[src/rtl/sdr_trk_pkg.sv]
package sdr_trk_pkg;

  typedef enum logic [2:0] {
    BK_IDLE    = 3'd0,
    BK_OPENING = 3'd1,
    BK_OPEN    = 3'd2,
    BK_RD      = 3'd3,
    BK_WR      = 3'd4,
    BK_RDA     = 3'd5,
    BK_WRA     = 3'd6,
    BK_PRE     = 3'd7
  } bank_st_e;

  typedef enum logic [2:0] {
    OP_NOP = 3'd0,
    OP_ACT = 3'd1,
    OP_RD  = 3'd2,
    OP_WR  = 3'd3,
    OP_PRE = 3'd4
  } op_e;

  localparam int ST_W = 3;

  function automatic int imax(input int a, input int b);
    return (a > b) ? a : b;
  endfunction

endpackage

[src/rtl/sdr_trk_decode.sv]
module sdr_trk_decode
  import sdr_trk_pkg::*;
(
  input  logic clk,
  input  logic rst_n,
  input  logic cke,
  input  logic cs_n,
  input  logic ras_n,
  input  logic cas_n,
  input  logic we_n,
  output op_e  op_o
);

  logic cke_q;

  // Previous-cycle clock enable
  always_ff @(posedge clk or negedge rst_n) begin
    if (!rst_n) cke_q <= 1'b0;
    else        cke_q <= cke;
  end

  always_comb begin
    op_o = OP_NOP;
    if (cke_q && cke && !cs_n) begin
      case ({ras_n, cas_n, we_n})
        3'b011:  op_o = OP_ACT;
        3'b101:  op_o = OP_RD;
        3'b100:  op_o = OP_WR;
        3'b010:  op_o = OP_PRE;
        default: op_o = OP_NOP;
      endcase
    end
  end

  // a decoded command needs clock enable on this and the previous edge
  assert_cke_window_R2: assert property (@(posedge clk) disable iff (!rst_n)
    (op_o != OP_NOP) |-> (cke && $past(cke)))
    else $error("command decoded outside the clock-enable window");

endmodule

[src/rtl/sdr_trk_bank.sv]
module sdr_trk_bank
  import sdr_trk_pkg::*;
#(
  parameter int BANK_ID   = 0,
  parameter int BA_W      = 2,
  parameter int T_RCD     = 3,
  parameter int T_RP      = 3,
  parameter int T_WR      = 2,
  parameter int CAS_LAT   = 3,
  parameter int BURST_LEN = 8
) (
  input  logic            clk,
  input  logic            rst_n,
  input  op_e             op,
  input  logic [BA_W-1:0] cmd_ba,
  input  logic            cmd_ap,
  input  logic            tgt_ok,
  output bank_st_e        st_o,
  output logic            pre_o
);

  localparam int CMAX = imax(imax(imax(T_RCD, T_RP), imax(T_WR, CAS_LAT)), BURST_LEN);
  localparam int CW   = $clog2(CMAX + 1);
  localparam logic [CW-1:0] RCD_L = CW'(T_RCD - 1);
  localparam logic [CW-1:0] RP_L  = CW'(T_RP - 1);
  localparam logic [CW-1:0] WR_L  = CW'(T_WR - 1);
  localparam logic [CW-1:0] CL_L  = CW'(CAS_LAT - 1);
  localparam logic [CW-1:0] BL_L  = CW'(BURST_LEN - 1);

  bank_st_e        st_q, st_d;
  logic [CW-1:0]   bc_q, bc_d;     // burst cycles left
  logic [CW-1:0]   tc_q, tc_d;     // tRCD / tRP / tWR timer
  logic            rec_q, rec_d;   // write recovery running
  logic            ps_q, ps_d;

  logic     own, is_rw, rw_own, rw_other, pre_hit;
  bank_st_e st_start;
  logic [CW-1:0] bc_dec;

  assign own      = (cmd_ba == BA_W'(BANK_ID));
  assign is_rw    = (op == OP_RD) || (op == OP_WR);
  assign rw_own   = is_rw && own && tgt_ok;
  assign rw_other = is_rw && !own && tgt_ok;
  assign pre_hit  = (op == OP_PRE) && (own || cmd_ap);
  assign bc_dec   = bc_q - 1'b1;

  always_comb begin
    if (op == OP_RD) st_start = cmd_ap ? BK_RDA : BK_RD;
    else             st_start = cmd_ap ? BK_WRA : BK_WR;
  end

  always_comb begin
    st_d  = st_q;
    bc_d  = bc_q;
    tc_d  = tc_q;
    rec_d = rec_q;
    ps_d  = 1'b0;
    case (st_q)
      BK_IDLE: begin
        if (op == OP_ACT && own) begin
          st_d = BK_OPENING;
          tc_d = RCD_L;
        end
      end
      BK_OPENING: begin
        if (tc_q == '0) st_d = BK_OPEN;
        else            tc_d = tc_q - 1'b1;
      end
      BK_OPEN, BK_RD, BK_WR: begin
        if (rw_own) begin
          st_d = st_start;
          bc_d = BL_L;
        end else if (pre_hit) begin
          st_d = BK_PRE;
          tc_d = RP_L;
          ps_d = 1'b1;
        end else if (st_q != BK_OPEN) begin
          if (bc_q == '0) begin
            st_d = BK_OPEN;
          end else if (rw_other && (st_q == BK_WR || op == OP_WR)) begin
            st_d = BK_OPEN;
          end else if (rw_other) begin
            bc_d = (bc_dec < CL_L) ? bc_dec : CL_L;
          end else begin
            bc_d = bc_dec;
          end
        end
      end
      BK_RDA: begin
        if (bc_q == '0 || rw_other) begin
          st_d = BK_PRE;
          tc_d = RP_L;
          ps_d = 1'b1;
        end else begin
          bc_d = bc_dec;
        end
      end
      BK_WRA: begin
        if (rec_q) begin
          if (tc_q == '0) begin
            st_d  = BK_PRE;
            tc_d  = RP_L;
            ps_d  = 1'b1;
            rec_d = 1'b0;
          end else begin
            tc_d = tc_q - 1'b1;
          end
        end else if (bc_q == '0 || rw_other) begin
          rec_d = 1'b1;
          tc_d  = WR_L;
        end else begin
          bc_d = bc_dec;
        end
      end
      BK_PRE: begin
        if (tc_q == '0) st_d = BK_IDLE;
        else            tc_d = tc_q - 1'b1;
      end
      default: st_d = BK_IDLE;
    endcase
  end

  always_ff @(posedge clk or negedge rst_n) begin
    if (!rst_n) begin
      st_q  <= BK_IDLE;
      bc_q  <= '0;
      tc_q  <= '0;
      rec_q <= 1'b0;
      ps_q  <= 1'b0;
    end else begin
      st_q  <= st_d;
      bc_q  <= bc_d;
      tc_q  <= tc_d;
      rec_q <= rec_d;
      ps_q  <= ps_d;
    end
  end

  assign st_o  = st_q;
  assign pre_o = ps_q;

  // the start pulse only appears while precharging, and never twice in a row
  assert_pulse_in_pre_R4: assert property (@(posedge clk) disable iff (!rst_n)
    ps_q |-> (st_q == BK_PRE))
    else $error("precharge pulse outside precharge state");

  assert_pulse_single_R4: assert property (@(posedge clk) disable iff (!rst_n)
    ps_q |=> !ps_q)
    else $error("precharge pulse longer than one cycle");

  // every entry into precharge is flagged by the pulse
  assert_pre_entry_R7: assert property (@(posedge clk) disable iff (!rst_n)
    (st_q == BK_PRE && $past(st_q) != BK_PRE) |-> ps_q)
    else $error("precharge entered without pulse");

  // idle is reached only through precharge
  assert_idle_entry_R4: assert property (@(posedge clk) disable iff (!rst_n)
    (st_q == BK_IDLE && $past(st_q) != BK_IDLE) |-> ($past(st_q) == BK_PRE))
    else $error("idle entered without precharge");

  // a row becomes open only after opening or at the end of a plain burst
  assert_open_entry_R3: assert property (@(posedge clk) disable iff (!rst_n)
    (st_q == BK_OPEN && $past(st_q) != BK_OPEN) |->
      ($past(st_q) inside {BK_OPENING, BK_RD, BK_WR}))
    else $error("row open entered from a wrong state");

  // write recovery only runs inside the auto-precharge write state
  assert_recovery_state_R8: assert property (@(posedge clk) disable iff (!rst_n)
    rec_q |-> (st_q == BK_WRA))
    else $error("write recovery outside auto-precharge write");

endmodule

[src/rtl/sdr_bank_tracker.sv]
module sdr_bank_tracker
  import sdr_trk_pkg::*;
#(
  parameter int NUM_BANKS = 4,
  parameter int T_RCD     = 3,
  parameter int T_RP      = 3,
  parameter int T_WR      = 2,
  parameter int CAS_LAT   = 3,
  parameter int BURST_LEN = 8,
  localparam int BA_W     = $clog2(NUM_BANKS)
) (
  input  logic                      clk,
  input  logic                      rst_n,
  input  logic                      cke,
  input  logic                      cs_n,
  input  logic                      ras_n,
  input  logic                      cas_n,
  input  logic                      we_n,
  input  logic [BA_W-1:0]           ba,
  input  logic                      ap,
  output logic [ST_W*NUM_BANKS-1:0] bank_state,
  output logic [NUM_BANKS-1:0]      pre_start
);

  logic [1:0] rst_sync;
  logic       rst_i;
  op_e        op;
  bank_st_e   st_arr [NUM_BANKS];
  logic       tgt_ok;

  // Asynchronous assert, synchronous release
  always_ff @(posedge clk or negedge rst_n) begin
    if (!rst_n) rst_sync <= 2'b00;
    else        rst_sync <= {rst_sync[0], 1'b1};
  end
  assign rst_i = rst_sync[1];

  sdr_trk_decode u_dec (
    .clk   (clk),
    .rst_n (rst_i),
    .cke   (cke),
    .cs_n  (cs_n),
    .ras_n (ras_n),
    .cas_n (cas_n),
    .we_n  (we_n),
    .op_o  (op)
  );

  // A burst command is accepted only by a bank with an open row
  assign tgt_ok = st_arr[ba] inside {BK_OPEN, BK_RD, BK_WR};

  for (genvar g = 0; g < NUM_BANKS; g++) begin : g_bank
    sdr_trk_bank #(
      .BANK_ID   (g),
      .BA_W      (BA_W),
      .T_RCD     (T_RCD),
      .T_RP      (T_RP),
      .T_WR      (T_WR),
      .CAS_LAT   (CAS_LAT),
      .BURST_LEN (BURST_LEN)
    ) u_bank (
      .clk    (clk),
      .rst_n  (rst_i),
      .op     (op),
      .cmd_ba (ba),
      .cmd_ap (ap),
      .tgt_ok (tgt_ok),
      .st_o   (st_arr[g]),
      .pre_o  (pre_start[g])
    );
    assign bank_state[g*ST_W +: ST_W] = st_arr[g];
  end

endmodule

[config.mk]
export PLATFORM = sky130hd
export DESIGN_NAME = sdr_bank_tracker
export DESIGN_NICKNAME = d
export VERILOG_FILES = /design/src/rtl/sdr_trk_pkg.sv /design/src/rtl/sdr_trk_decode.sv /design/src/rtl/sdr_trk_bank.sv /design/src/rtl/sdr_bank_tracker.sv
export SDC_FILE = /design/constraint.sdc
export NUM_CORES = 1
export LEC_CHECK = 0
export BUFFER_PORTS_ARGS = -buffer_cell sky130_fd_sc_hd__buf_2
export CORE_ASPECT_RATIO = 1.4
export CORE_UTILIZATION = 25
export DETAILED_ROUTE_END_ITERATION = 8
export PLACE_DENSITY_LB_ADDON = 0.2
export SLEW_MARGIN = 20
export SYNTH_ARGS = -nofsm -noshare
export SYNTH_HDL_FRONTEND = slang
export SYNTH_SLANG_ARGS = --single-unit
[constraint.sdc]
create_clock -name clk -period 2.15 [get_ports clk]
set_clock_uncertainty 0.05 [all_clocks]
set_input_delay 0.215 -clock clk [delete_from_list [all_inputs] [get_ports clk]]
set_output_delay 0.215 -clock clk [all_outputs]
set_load 0.02 [all_outputs]
# Word level (Yosys, flattened, before mapping)
# Cells that the tools add are included.
dict set report word_totals {
  word_cells 400
  latch_bits 0
  register_bits 55
  out_inout_bits 16
  mem_count 0
  ram_bits 0
  input_bits 10
  romBits 0
}
dict set report classes {
  n_div 0
  magnitude_cmp 5
  multipliers 0
  n_bitwise 1
  shifts 0
  reduce_logical 86
  addsub 8
  mux 164
  eq_ne 114
}
# operator n
set op_table {}
lappend op_table {{4-bit 2-to-1 mux} 68}
lappend op_table {{3-bit 2-to-1 mux} 49}
lappend op_table {{4-bit case mux with 5 select lines} 4}
lappend op_table {{3-bit case mux with 6 select lines} 4}
lappend op_table {{3-bit == test, second input constant} 20}
lappend op_table {{2-bit by 1-bit != test with 1-bit output, second input constant} 28}
lappend op_table {{3-bit by 2-bit != test with 1-bit output, second input constant} 16}
lappend op_table {{4-bit case mux with 3 select lines} 4}
lappend op_table {{6-bit AND reduction} 8}
lappend op_table {{3-bit by 2-bit == test with 1-bit output, second input constant} 14}
lappend op_table {{4-bit logical NOT} 8}
lappend op_table {{8-bit AND reduction} 4}
lappend op_table {{4-bit by 1-bit subtractor with 4-bit output, second input constant} 8}
lappend op_table {{1-bit logical AND} 30}
lappend op_table {{1-bit 2-to-1 mux} 28}
lappend op_table {{2-bit != test, second input constant} 12}
lappend op_table {{3-bit by 1-bit != test with 1-bit output, second input constant} 8}
lappend op_table {{5-bit by 1-bit != test with 1-bit output, second input constant} 4}
lappend op_table {{4-bit by 2-bit < comparator with 1-bit output, second input constant} 4}
lappend op_table {{4-bit by 1-bit != test with 1-bit output, second input constant} 4}
lappend op_table {{3-bit by 1-bit == test with 1-bit output, second input constant} 5}
lappend op_table {{3-bit nonzero test} 5}
lappend op_table {{1-bit logical OR} 13}
lappend op_table {{3-bit logical NOT} 4}
lappend op_table {{other kinds (12)} 26}

# Logic depth before layout (Yosys ltp)
# Gate-level depths: netlist of the first run.
dict set report logic_depth {
  depth_word 14
  depth_mapped 10
  mapped_depth_nobuf 9
}

# Hierarchy
# A second synthesis of the first run with hierarchy kept.
dict set report unflattened {
  cells_unflattened 590
  area_unflattened_um2 4909.7
}
# mod n_inst area_each_um2 cells_per_inst seq_area_each_um2
set modules_own_cells {}
lappend modules_own_cells {{sdr_trk_bank (g_bank[1].u_bank ...)} 2 1139.8 140 325.3}
lappend modules_own_cells {{sdr_trk_bank (g_bank[3].u_bank)} 1 1208.7 148 325.3}
lappend modules_own_cells {{sdr_trk_bank (g_bank[0].u_bank)} 1 1207.4 147 325.3}
lappend modules_own_cells {sdr_bank_tracker 1 143.9 8 50.0}
lappend modules_own_cells {sdr_trk_decode 1 70.1 7 25.0}

# Worst setup path after synthesis of the first run
# No wires, ideal clock.
dict set report synth_path {
  kind {reg2reg}
  from {reg g_bank[1].u_bank.st_q[1]}
  to {reg g_bank[1].u_bank.tc_q[0]}
  n_path_buf 3
  setup_slack_ns -1.131
  path_stages_with_launch 11
  synth_period_minus_slack_ns 3.281
  required_ns 1.975
  t_arrival_ns 3.107
  setup_time_ns 0.125
  cell_sequence {dfrtp_1 -> clkbuf_1 -> mux4_2 -> or3b_1 -> buf_6 -> a211oi_4 -> o21ai_0 -> a221o_1 -> buf_6 -> o21ai_2 -> mux2_2}
}
dict set report synth_via {
  elab_chain_cells 9
  elab_cells_between_ends 28
  classes_between {eq/ne: 16; mux: 4; reduce/logical: 8}
}
# element line_no
set synth_lines {}
lappend synth_lines {{start, declared} sdr_trk_bank.sv:30} ;# bank_st_e st_q, st_d;
lappend synth_lines {{start signal, assigned} sdr_trk_bank.sv:131} ;# st_q <= st_d;
lappend synth_lines {{3-bit binary-select mux with 2-bit select} sdr_bank_tracker.sv:50} ;# assign tgt_ok = st_arr[ba] inside {BK_OPEN, BK_RD, BK_WR};
lappend synth_lines {{3-bit 2-to-1 mux (not written as such) (2 in series)} sdr_bank_tracker.sv:50}
lappend synth_lines {{3-bit by 2-bit == test with 1-bit output / 3-bit == test (equally long branches)} sdr_bank_tracker.sv:50}
lappend synth_lines {{3-bit nonzero test} sdr_bank_tracker.sv:50}
lappend synth_lines {{1-bit logical AND} sdr_trk_bank.sv:43} ;# assign rw_other = is_rw && !own && tgt_ok;
lappend synth_lines {{1-bit logical OR} {sdr_trk_bank.sv:90, sdr_trk_bank.sv:108}}
lappend synth_lines {{3-bit by 1-bit != test with 1-bit output (no line) / 2-bit by 1-bit != test with 1-bit output (equally long branches)} --}
lappend synth_lines {{6-bit AND reduction (no line)} --}
lappend synth_lines {{end signal, assigned} sdr_trk_bank.sv:133} ;# tc_q <= tc_d;
lappend synth_lines {{end, declared} sdr_trk_bank.sv:32} ;# logic [CW-1:0] tc_q, tc_d;
# Parallel ways exist; a longest one is shown, timed or not. The select of a mux whose other input is x is not followed.
# A chain may end at the register's enable or synchronous reset.

# Final worst setup path of the first run
dict set report layout_path {
  from {reg g_bank[2].u_bank.st_q[0]}
  to {reg g_bank[1].u_bank.tc_q[0]}
}
dict set report layout_via {
  elab_chain_cells 9
  elab_cells_between_ends 14
  classes_between {eq/ne: 6; mux: 3; reduce/logical: 5}
}
# element line_no
set layout_lines {}
lappend layout_lines {{start, declared} sdr_trk_bank.sv:30}
lappend layout_lines {{start signal, assigned} sdr_trk_bank.sv:131}
lappend layout_lines {{3-bit binary-select mux with 2-bit select (*)} sdr_bank_tracker.sv:50}
lappend layout_lines {{3-bit 2-to-1 mux (not written as such) (*) (2 in series)} sdr_bank_tracker.sv:50}
lappend layout_lines {{3-bit by 2-bit == test with 1-bit output / 3-bit == test (equally long branches)} sdr_bank_tracker.sv:50}
lappend layout_lines {{3-bit nonzero test (*)} sdr_bank_tracker.sv:50}
lappend layout_lines {{1-bit logical AND} sdr_trk_bank.sv:43}
lappend layout_lines {{1-bit logical OR} {sdr_trk_bank.sv:90, sdr_trk_bank.sv:108}}
lappend layout_lines {{3-bit by 1-bit != test with 1-bit output (no line) / 2-bit by 1-bit != test with 1-bit output (equally long branches)} --}
lappend layout_lines {{6-bit AND reduction (no line) (*)} --}
# Every way passes the cells marked *; elsewhere a longest branch is shown, timed or not. The select of a mux whose other input is x is not followed.

==> results of run 1 <==
-- layout make-up --
class | count | area [um^2]
Sequential cell | 55 | 1380
Timing Repair Buffer | 214 | 1660
Multi-Input combinational cell | 491 | 3520
Tap cell | 244 | 305
Inverter | 27 | 101
Clock buffer | 7 | 133
Clock inverter | 1 | 5.00
Fill cell | 1866 | 11400
-- power groups by stage --
| stage | Combinational [mW] | Clock [mW] | Sequential [mW] |
|---|---|---|---|
| final | 5.51 | 0.866 | 1.74 |
| after global routing | 6.07 | 0.929 | 1.80 |
| after CTS | 5.27 | 0.905 | 1.74 |
| after detailed placement | 4.83 | 0 | 1.72 |
| after global placement | 4.75 | 0 | 1.71 |
| after floorplan | 2.85 | 0 | 1.82 |
-- Yosys cell counts (4+ instances only) --
master / instances
o2111ai_1: 4
a21oi_1: 40
and3_1: 5
inv_1: 27
o22ai_1: 12
o311ai_0: 4
a211oi_1: 9
o31ai_1: 15
o211ai_1: 11
a31o_2: 4
a2111oi_0: 6
o21a_1: 6
dfrtp_1: 55
clkbuf_1: 23
nand3_1: 16
nand2_1: 62
nor3b_1: 11
nor3_1: 13
nor2_1: 61
and2_1: 7
nand2b_1: 17
or3_1: 4
o21ai_0: 53
ha_1: 12
a22o_1: 5
o22a_1: 4
nand3b_1: 4
mux2i_1: 4
buf_4: 4
a211o_1: 5
a31oi_1: 12
nor2b_1: 10
a21o_1: 4
or2_2: 4
-- routing by layer --
layer  share of wire [%]  track usage, %  up-vias
met5                   0               0        -
met4                 3.0            7.23        0
met3                 3.5            2.45       28
met2                  49            30.7      118
met1                  44            20.4     2575
li1                    -               -     2634
-- cell usage in the layout, fill, tap and decap left out, types with 13 or more instances in the layout --
cell type  count
buf_4        162
nor2_1        61
nand2_1       58
dfrtp_1       52
o21ai_0       33
a21oi_1       31
inv_1         27
buf_2         25
buf_6         24
nand2b_1      17
o21ai_1       14
nand3_1       13
-- metrics by stage --
stage	power (mW)	hold WS (ps)
after CTS	7.91	90.2
after global routing	8.80	102
after detailed placement	6.55	-45.3
after global placement	6.46	-48.6
final	8.12	106
after floorplan	4.67	-131
-- logic make-up after synthesis --
| kind of cell | after synthesis | synth area share (%) |
|---|---|---|
| mux | 10 | 3.08 |
| xor+xnor | 4 | 0.744 |
| compound gates | 226 | 32.8 |
| buf+inv | 58 | 5.44 |
| simple gates | 238 | 25.5 |
| other cells | 1 | 0.0796 |
| flops | 55 | 29.2 |
| fa+ha+maj | 12 | 3.19 |
-- sequential cells by signal (all words and copies together) (netlist names) --
name                 flops
g_bank.u_bank.rec_q      4
u_dec.cke_q              1
g_bank.u_bank.pre_o      4
rst_sync                 2
g_bank.u_bank.tc_q      16
g_bank.u_bank.st_o      12
g_bank.u_bank.bc_q      16
-- worst max-delay path: cells and delay by family, from the launching register on --
| kind | cells | cell delay, ps |
|---|---|---|
| AOI/OAI and AO/OA | 3 | 900 |
| DFF | 1 | 410 |
| muxes | 2 | 830 |
| and+or+nand+nor | 2 | 550 |
-- path summary, 6_finish.rpt --
| path | cells after the start | to | slack [ps] | from |
|---|---|---|---|---|
| worst max-delay path | 7 | g_bank[1].u_bank.tc_q[0]$_DFFE_PN0P_ | -700 | g_bank[2].u_bank.st_o[0]$_DFFE_PN0P_ |
| worst max register to register | 7 | g_bank[1].u_bank.tc_q[0]$_DFFE_PN0P_ | -700 | g_bank[2].u_bank.st_o[0]$_DFFE_PN0P_ |
| worst min-delay path | 2 | u_dec.cke_q$_DFF_PN0_ | 110 | cke |
| max in group asynchronous | 1 | g_bank[0].u_bank.st_o[1]$_DFFE_PN0P_ | 1550 | rst_sync[1]$_DFF_PN0_ |
| worst min register to register | 1 | g_bank[3].u_bank.rec_q$_DFFE_PN0P_ | 230 | rst_sync[1]$_DFF_PN0_ |
| min in group asynchronous | 2 | rst_sync[0]$_DFF_PN0_ | 170 | rst_n |
-- what timing repair did --
action / CTS / global route
pin swaps: 37 / 21
gates resized for setup: 77 / 40
hold buffers: 1 / 0
setup buffers: 13 / 8
hold endpoints to repair: 2 / 0
endpoints found under the setup margin: 52 / 52
==> reports/summary.txt, run 1 <==
Status: complete, but fails checks
Failing checks: setup timing
Async set-reset flop share out of synthesis: 100%
Placed cell area: 6330 um^2
Vias in the first global route: 5,443
Cell-by-cell trace of the critical path: mux4_2, or3b_4, a211oi_4, nor2_1, a221o_2, o21ai_4, mux2_4
Total Wirelength: 16.4 mm
CP endpoint kind: register
Port Buffers: 25
Top_reg_cell synth: dfrtp_1
Max stage delay cell, worst path: mux4_2
Crit start category: register
Non-filler cells in the finished layout: 1,039
Drt wl/cell: 15.8 um
Maximum VDD drop: 0.546 mV
Num rows: 59
Flop pwr share: 21.5%
Pwr/cell area: 1140 nW/um^2
Slew margin rel.: 51.2%
Routability cong.: 0.861
CTS tree: built
Logic pwr share: 67.9%
DRC viols: 0
Starting Density: 25.4%
Post-Syn Area per Cell: 7.80 um^2
FMAX: 0.351 GHz
Setup ws final: -699 ps
Synth Cell Area: 4710 um^2
Clock tree buffer depth: 2
Htree depth: 2
Nets: 816
DP Cell Count: 1,009
First-pass GRT wire length: 26.8 mm
Chip width: 118 um
Clock network fraction of total power: 10.7%
Setup Viol. Count Final: 50
Vias: 5,355
Critical-path maximum fanout: 5
Slowest Stage Delay on Critical Path: 520 ps
Post-synthesis cell count: 604
Psw: 3.62 mW
Clock latency on the worst-skew pair: 310 ps
Final core utilization: 38.3%
CP Class: reg2reg
Worst Hold Class: in2reg
Pre-CTS setup slack: -819 ps
Synth Register Bits: 55
Max_cap viols: 0
Internal: 4.50 mW
Fin area: 7110 um^2
Sw Ratio: 44.6%
Yosys warns: 0
Die area: 19,400 um^2
Die height: 164 um
Proportion of layout cells with a drive suffix above 1: 38.5%
Synth top area share: 29.2%
EDFF count, synth: 0
Clock-pin slew on the worst setup and hold paths: 80 ps
CTS buffer count: 5
Final antenna-violating net count: 0
Initial DRC count: 263
Netlist cell types: 77
Worst slew pin tran: 713 ps
Ports: 26
Syn Nets: 626
Worst EP required: 2300 ps
Largest net degree at the start of global routing: 54
Initial antenna violation count: 0
Final Hold Fails: 0
P_leak: 3.05 nW
Pre-antenna DRT Iters: 5
Vias per cell: 5.15
Global Route Usage Sum: 17.1%
Max Transition Viols Final: 0
Ant. Diodes: 0
Synth-to-Final Area Change: 50.8%
Core footprint: 18,500 um^2
Total gr overflow: 0
CTS Sinks: 55
Arrival time at the worst endpoint: 3000 ps
HPWL after detailed placement: 12.1 mm
Register area share after synthesis: 29.2%
Setup TNS: -25,050 ps
Synth area leaders: dfrtp_1, o21ai_0, nand2_1
RSZ-0062 raised after global routing: true
Clk root buf: clkbuf_16
Tmin final: 2850 ps
Fin crit share: 133%
Post-synth top area cell: dfrtp_1
Power figures use the tool's default switching activity.
==> inputs of run 2 (changes only) <==
- BUFFER_PORTS_ARGS: -buffer_cell sky130_fd_sc_hd__buf_2 -> -buffer_cell sky130_fd_sc_hd__clkbuf_2
==> reports/summary.txt, run 2 (same netlist as run 1, synthesis figures left out) <==
Status: complete, but fails checks
Failing checks: setup timing
Pre-CTS setup slack: -767 ps
Max stage delay cell, worst path: mux4_2
Psw: 3.77 mW
Total Wirelength: 16.6 mm
Slew margin rel.: 46.5%
Vias in the first global route: 5,307
Hold_ws: 26.8 ps
Logic pwr share: 68.6%
Clk root buf: clkbuf_16
Vias per cell: 5.22
Synth-to-Final Area Change: 55.4%
Setup TNS: -27,510 ps
Arrival time at the worst endpoint: 3040 ps
Largest net degree at the start of global routing: 25
Worst slew pin tran: 783 ps
Routability cong.: 0.866
Fin area: 7320 um^2
Die area: 19,400 um^2
CP bufs+invs: 1
Cell-by-cell trace of the critical path: mux4_2, nor3b_2, buf_4, o211ai_1, a311o_1, a221o_2, o21ai_4, mux2_4
Final Hold Fails: 0
CTS buffer count: 5
FMAX: 0.345 GHz
Ant. Diodes: 0
Tmin final: 2900 ps
Htree depth: 2
Clock network fraction of total power: 11.1%
Critical-path maximum fanout: 5
Port Buffers: 25
Flop pwr share: 20.2%
Commonest cells after routing, fill and taps aside: buf_4, nand2_1, nor2_1, dfrtp_1
Pre-antenna DRT Iters: 5
First-pass GRT wire length: 26.1 mm
Commonest non-fill, non-tap cell in the layout: buf_4
Initial antenna violation count: 0
CP Class: reg2reg
HPWL after detailed placement: 12.1 mm
Fin crit share: 135%
Max Transition Viols Final: 0
CP endpoint kind: register
Setup ws final: -746 ps
Worst Hold Class: in2reg
Sw Ratio: 43.4%
Final antenna-violating net count: 0
Clock latency on the worst-skew pair: 310 ps
Internal: 4.91 mW
Pwr/cell area: 1180 nW/um^2
Num rows: 59
Overall Power: 8.68 mW
Setup Viol. Count Final: 51
Core footprint: 18,500 um^2
Nets: 827
Initial DRC count: 300
Drt wl/cell: 15.8 um
Total gr overflow: 0
CTS Sinks: 55
Top delay family on crit path: compound AO/OA/AOI/OAI gates
Crit start category: register
Chip width: 118 um
Max_cap viols: 0
Global Route Usage Sum: 16.8%
CTS tree: built
Slowest Stage Delay on Critical Path: 540 ps
Clock-pin slew on the worst setup and hold paths: 70 ps
Ports: 26
Maximum VDD drop: 0.516 mV
Placed cell area: 6330 um^2
Proportion of layout cells with a drive suffix above 1: 40.2%
Clock tree buffer depth: 2
Die height: 164 um
P_leak: 3.14 nW
Worst EP required: 2300 ps
RSZ-0062 raised after global routing: true
DRC viols: 0
Starting Density: 25.4%
Vias: 5,478
run 2: power by group through the flow:
stage | Sequential (mW) | Clock [mW] | Combinational, mW
floorplan | 1.82 | 0 | 2.85
global placement | 1.73 | 0 | 4.82
detailed placement | 1.75 | 0 | 4.90
CTS | 1.74 | 1.00 | 5.13
global route | 1.82 | 1.04 | 6.54
finish | 1.75 | 0.967 | 5.96
run 2: path summary, 6_finish.rpt:
path | start | to | slack [ps] | depth (start not counted)
worst max-delay path | g_bank[0].u_bank.st_o[1]$_DFFE_PN0P_ | g_bank[1].u_bank.tc_q[0]$_DFFE_PN0P_ | -750 | 8
worst min-delay path | cke | u_dec.cke_q$_DFF_PN0_ | 30 | 1
worst max register to register | g_bank[0].u_bank.st_o[1]$_DFFE_PN0P_ | g_bank[1].u_bank.tc_q[0]$_DFFE_PN0P_ | -750 | 8
worst min register to register | rst_sync[1]$_DFF_PN0_ | g_bank[3].u_bank.rec_q$_DFFE_PN0P_ | 230 | 0
max in group asynchronous | rst_sync[1]$_DFF_PN0_ | g_bank[0].u_bank.tc_q[3]$_DFFE_PN0P_ | 1240 | 1
min in group asynchronous | rst_n | rst_sync[0]$_DFF_PN0_ | 160 | 2
run 2: timing repair:
item	4_1_cts	5_1_grt
buffers inserted	8	28
hold buffers	1	0
setup endpoints to repair	52	52
gates resized for setup	47	95
pin swaps	30	52
gates cloned	0	0
endpoints found under the hold margin	2	0
run 2: cell type report:
class	count	area, um^2
clock buffer	7	133
clock inverter	1	30.0
fill	1870	11200
inverter	27	101
multi-input combinational	491	3590
sequential	55	1380
tap	244	305
timing repair buffer	225	1780
run 2: worst register-to-register path, cell delays in order (launching register included):
cell	delay [ps]
dfrtp_2	430
mux4_2	540
nor3b_2	230
buf_4	170
o211ai_1	130
a311o_1	350
a221o_2	390
o21ai_4	180
mux2_4	310
run 2: metrics by stage:
stage / util (%) / instances
5_1_grt: 39.5 / 1050
4_1_cts: 36.3 / 1025
2_1_floorplan: - / 604
3_3_place_gp: 34.1 / 1008
3_5_place_dp: 34.1 / 1008
6_report: 39.5 / 1050
run 2: layer usage:
layer | part of all wire, % | global-route usage (%) | wire length, um | vias up
met5 | 0 | 0 | 0 | -
met4 | 2.4 | 5.94 | 404 | 0
met3 | 3.5 | 2.66 | 588 | 27
met2 | 52 | 30.8 | 8550 | 121
met1 | 42 | 19.6 | 7050 | 2658
li1 | - | - | - | 2672
